==> config.mk <==
export PLATFORM = sky130hd
export DESIGN_NAME = fpck_sgn_exp_cmp
export DESIGN_NICKNAME = d
export VERILOG_FILES = /design/src/rtl/fpck_pkg.sv /design/src/rtl/fpck_sgn_exp_cmp.sv
export SDC_FILE = /design/constraint.sdc
export NUM_CORES = 1
export LEC_CHECK = 0
export BUFFER_PORTS_ARGS = -buffer_cell sky130_fd_sc_hd__buf_4
export CORE_MARGIN = 8
export CORE_UTILIZATION = 30
export DETAILED_ROUTE_END_ITERATION = 16
export SLEW_MARGIN = 25
export SYNTH_ARGS = -nofsm -noshare
export SYNTH_HDL_FRONTEND = slang
export SYNTH_SLANG_ARGS = --single-unit
==> constraint.sdc <==
create_clock -name vclk -period 3.54
set_clock_uncertainty 0.1 [all_clocks]
set_input_delay 0.708 -clock vclk [all_inputs]
set_output_delay 0.708 -clock vclk [all_outputs]
set_load 0.02 [all_outputs]
==> src/rtl/fpck_pkg.sv <==
`timescale 1ns/1ps
// Package: shared widths and the unpacked-operand type for the
// reduced-precision multiply checker. Assumes IEEE single precision.
package fpck_pkg;
    localparam int WORD_W   = 32;
    localparam int EXP_W    = 8;
    localparam int FRAC_W   = 23;
    localparam int SIG_W    = FRAC_W + 1;
    localparam int PROD_W   = 2 * SIG_W;
    localparam int EXP_BIAS = 127;
    localparam int NUM_OPS  = 2;

    typedef struct packed {
        logic             sign;
        logic [EXP_W-1:0] exp;
        logic             special;
    } fp_fields_t;
endpackage

==> src/rtl/fpck_sgn_exp_cmp.sv <==
`timescale 1ns/1ps
// Module: fpck_sgn_exp_cmp
// Recomputes the product sign and biased exponent at full width and
// compares both with the claimed result. The exponent is widened by two
// bits so that overflow and underflow show up as mismatches.
module fpck_sgn_exp_cmp
    import fpck_pkg::*;
(
    input  fp_fields_t       opa,
    input  fp_fields_t       opb,
    input  logic             res_sign,
    input  logic [EXP_W-1:0] res_exp,
    input  logic             top_bit,
    output logic             sign_bad,
    output logic             exp_bad
);
    localparam int EXT_W = EXP_W + 2;

    logic [EXT_W-1:0] exp_sum;

    // Sign parity and normalised exponent comparison.
    always_comb begin
        sign_bad = res_sign != (opa.sign ^ opb.sign);
        exp_sum  = EXT_W'(opa.exp) + EXT_W'(opb.exp) + EXT_W'(top_bit)
                 - EXT_W'(EXP_BIAS);
        exp_bad  = exp_sum != EXT_W'(res_exp);
    end
endmodule

==> results.txt <==
Max-slew violations = 0
Place WS = -0.2133 ns
CP Cell Sequence = buf_6 > inv_2 > ha_4 > inv_2 > ha_4 > fa_2 > a211oi_2 > o21bai_1 > a21o_1 > a21oi_2 > mux2i_1 > nand4_1 > buf_4
Cells on Worst Hold Path = 3
Synth warn = 0
Tmin final = 3.528 ns
Fmax = 283.4 MHz
Starting Density = 0.3190
Vias in the first global route = 589
# diodes = 0
Mapped Area = 556.8 um2
DR iter-0 viols = 4
Relative slew slack = 0.7857
Port bufs = 30
Initial antenna violation count = 0
Met1 WL = 569 um
Final HPWL DP = 1183 um
CP endpoint kind = output port
DR vias/cell = 4.469
Placed Cells incl. Taps = 127
Routed Antenna Nets = 0
Share of cells above drive strength 1 = 0.4757
# setup viols final = 0
Die area = 3490 um2
Largest net degree at the start of global routing = 5
Vias post-DR = 572
Core Area = 1745 um2
# clk buffers = 0
Top cells by area, synth = ha_1, xnor2_1, xor2_1
Storage cell area = 0 um2
Core Util, Final = 0.5269
Max incr delay on CP = 0.34 ns
Detailed Routing Iterations Pass 1 = 3
Number of flip-flops and latches = 0
RD Place Congestion = 0.7428
Top-count cell post-synth = ha_1
Synth cell types = 19
Crit path kind = in2out
Tcrit/Tclk final = 0.9967
Highest Signal Layer = met3
Tightest Pin Transition = 0.3209 ns
Leak = 0.4539 nW
Final worst-path setup slack = 0.01168 ns
GRT Resource Usage Total = 0.07419
Hold violation count in the final report = 0
Routed wl met2 = 698 um
Post-Syn Nets = 114
Pwr per Cell Area = 187.4 nW/um2
Final instance area = 919.6 um2
Cell Count, Final, Fillers Out = 128
RSZ-0062 raised after global routing = true
IR drop worst, VDD = 79.32 uV
Worst path slowest cell = fa_2
Cell Rows = 15
Die W = 59.08 um
First-pass GRT wire length = 2235 um
Most frequent cells after synthesis = ha_1, xnor2_1, inv_1
Synth area leader = ha_1
Max Cap Viol = 0
Sequential share of the synthesized area = 0
Die height = 59.08 um
Critical path required time = 2.73 ns
Setup_tns = 0 ns
Final #Nets = 152
Outcome = finished, final reports clean
Crit-path max FO = 2
I/O Pins = 32
Post-synth top area share = 0.3596
Placed inst area = 855.8 um2
Startpoint Class = input port
Final Power = 0.1724 mW
Critical Path AT = 2.72 ns
Fillers = 166
Final global-route overflow total = 0
# DRC = 0
WHS = 1.605 ns
Area Overhead vs Synth = 65.17%
WL per Instance = 10.19 um
Avg Inst Size Synth = 8.310 um2
Post-Syn Instances = 67
DR WL met3 = 36 um
Hold Crit Class = in2out
Routed WL = 1304 um
## logic make-up after synthesis
family	Yosys count	share of synthesized area
adders and majority gates	17	0.3955
AOI/OAI and AO/OA	11	0.1483
xor gates and xnor gates	15	0.2359
muxes	2	0.04494
and+or+nand+nor	14	0.1214
buffers and inverters	8	0.05393
## worst max-delay path, delay by kind of cell
family / cells / cell delay (ns)
adders and majority gates: 3 / 0.74
muxes: 1 / 0.20
buffers and inverters: 4 / 0.31
AOI/OAI and AO/OA: 4 / 0.67
and+or+nand+nor: 1 / 0.09
## cell type report
cell class                 instances  area [um2]  share of cell area
multi-input combinational         59       580.6              0.6313
timing repair buffer              36       277.8              0.3020
tap                               25       31.28             0.03401
inverter                           8       30.03             0.03265
## where the power goes
| part | leakage (nW) | internal (mW) | total [mW] | switching [mW] |
|---|---|---|---|---|
| Clock | 0 | 0 | 0 | 0 |
| Sequential | 0 | 0 | 0 | 0 |
| Combinational | 0.454 | 0.0998 | 0.172 | 0.0726 |
| Total | 0.454 | 0.0998 | 0.172 | 0.0726 |
## final timing paths
kind	start	to	slack (ns)
min	opb[9]	sign_bad	1.61
max	opa[1]	exp_bad	0.01
## routing by layer
| metal | GRT usage | up-vias |
|---|---|---|
| met3 | 0.006508 | 0 |
| li1 | - | 307 |
| met1 | 0.08848 | 254 |
| met4 | 0 | 0 |
| met5 | 0 | - |
| met2 | 0.1449 | 11 |
## cells in the final DEF, fill, tap and decap left out
master,instances
buf_4,34
ha_1,13
xnor2_1,11
nor2_1,7
inv_1,5
xor2_1,4
inv_2,3
ha_4,3
nor2b_1,2
a211oi_2,2
o21bai_1,2
a21oi_1,2
nand4_1,2
buf_6,2
o21ai_1,1
a2111oi_2,1
nor3_1,1
nor3_2,1
mux2_4,1
o21ai_0,1
a21o_1,1
a21oi_2,1
mux2i_1,1
nor4_1,1
fa_2,1
## what timing repair did
item                       in CTS  in global routing
setup buffers                   1                  0
setup endpoints to repair       1                  1
hold buffers                    0                  0
pin swaps                       9                 10
gates resized for setup        11                  2
hold endpoints to repair        0                  0
(Power assumes the default switching activity.)
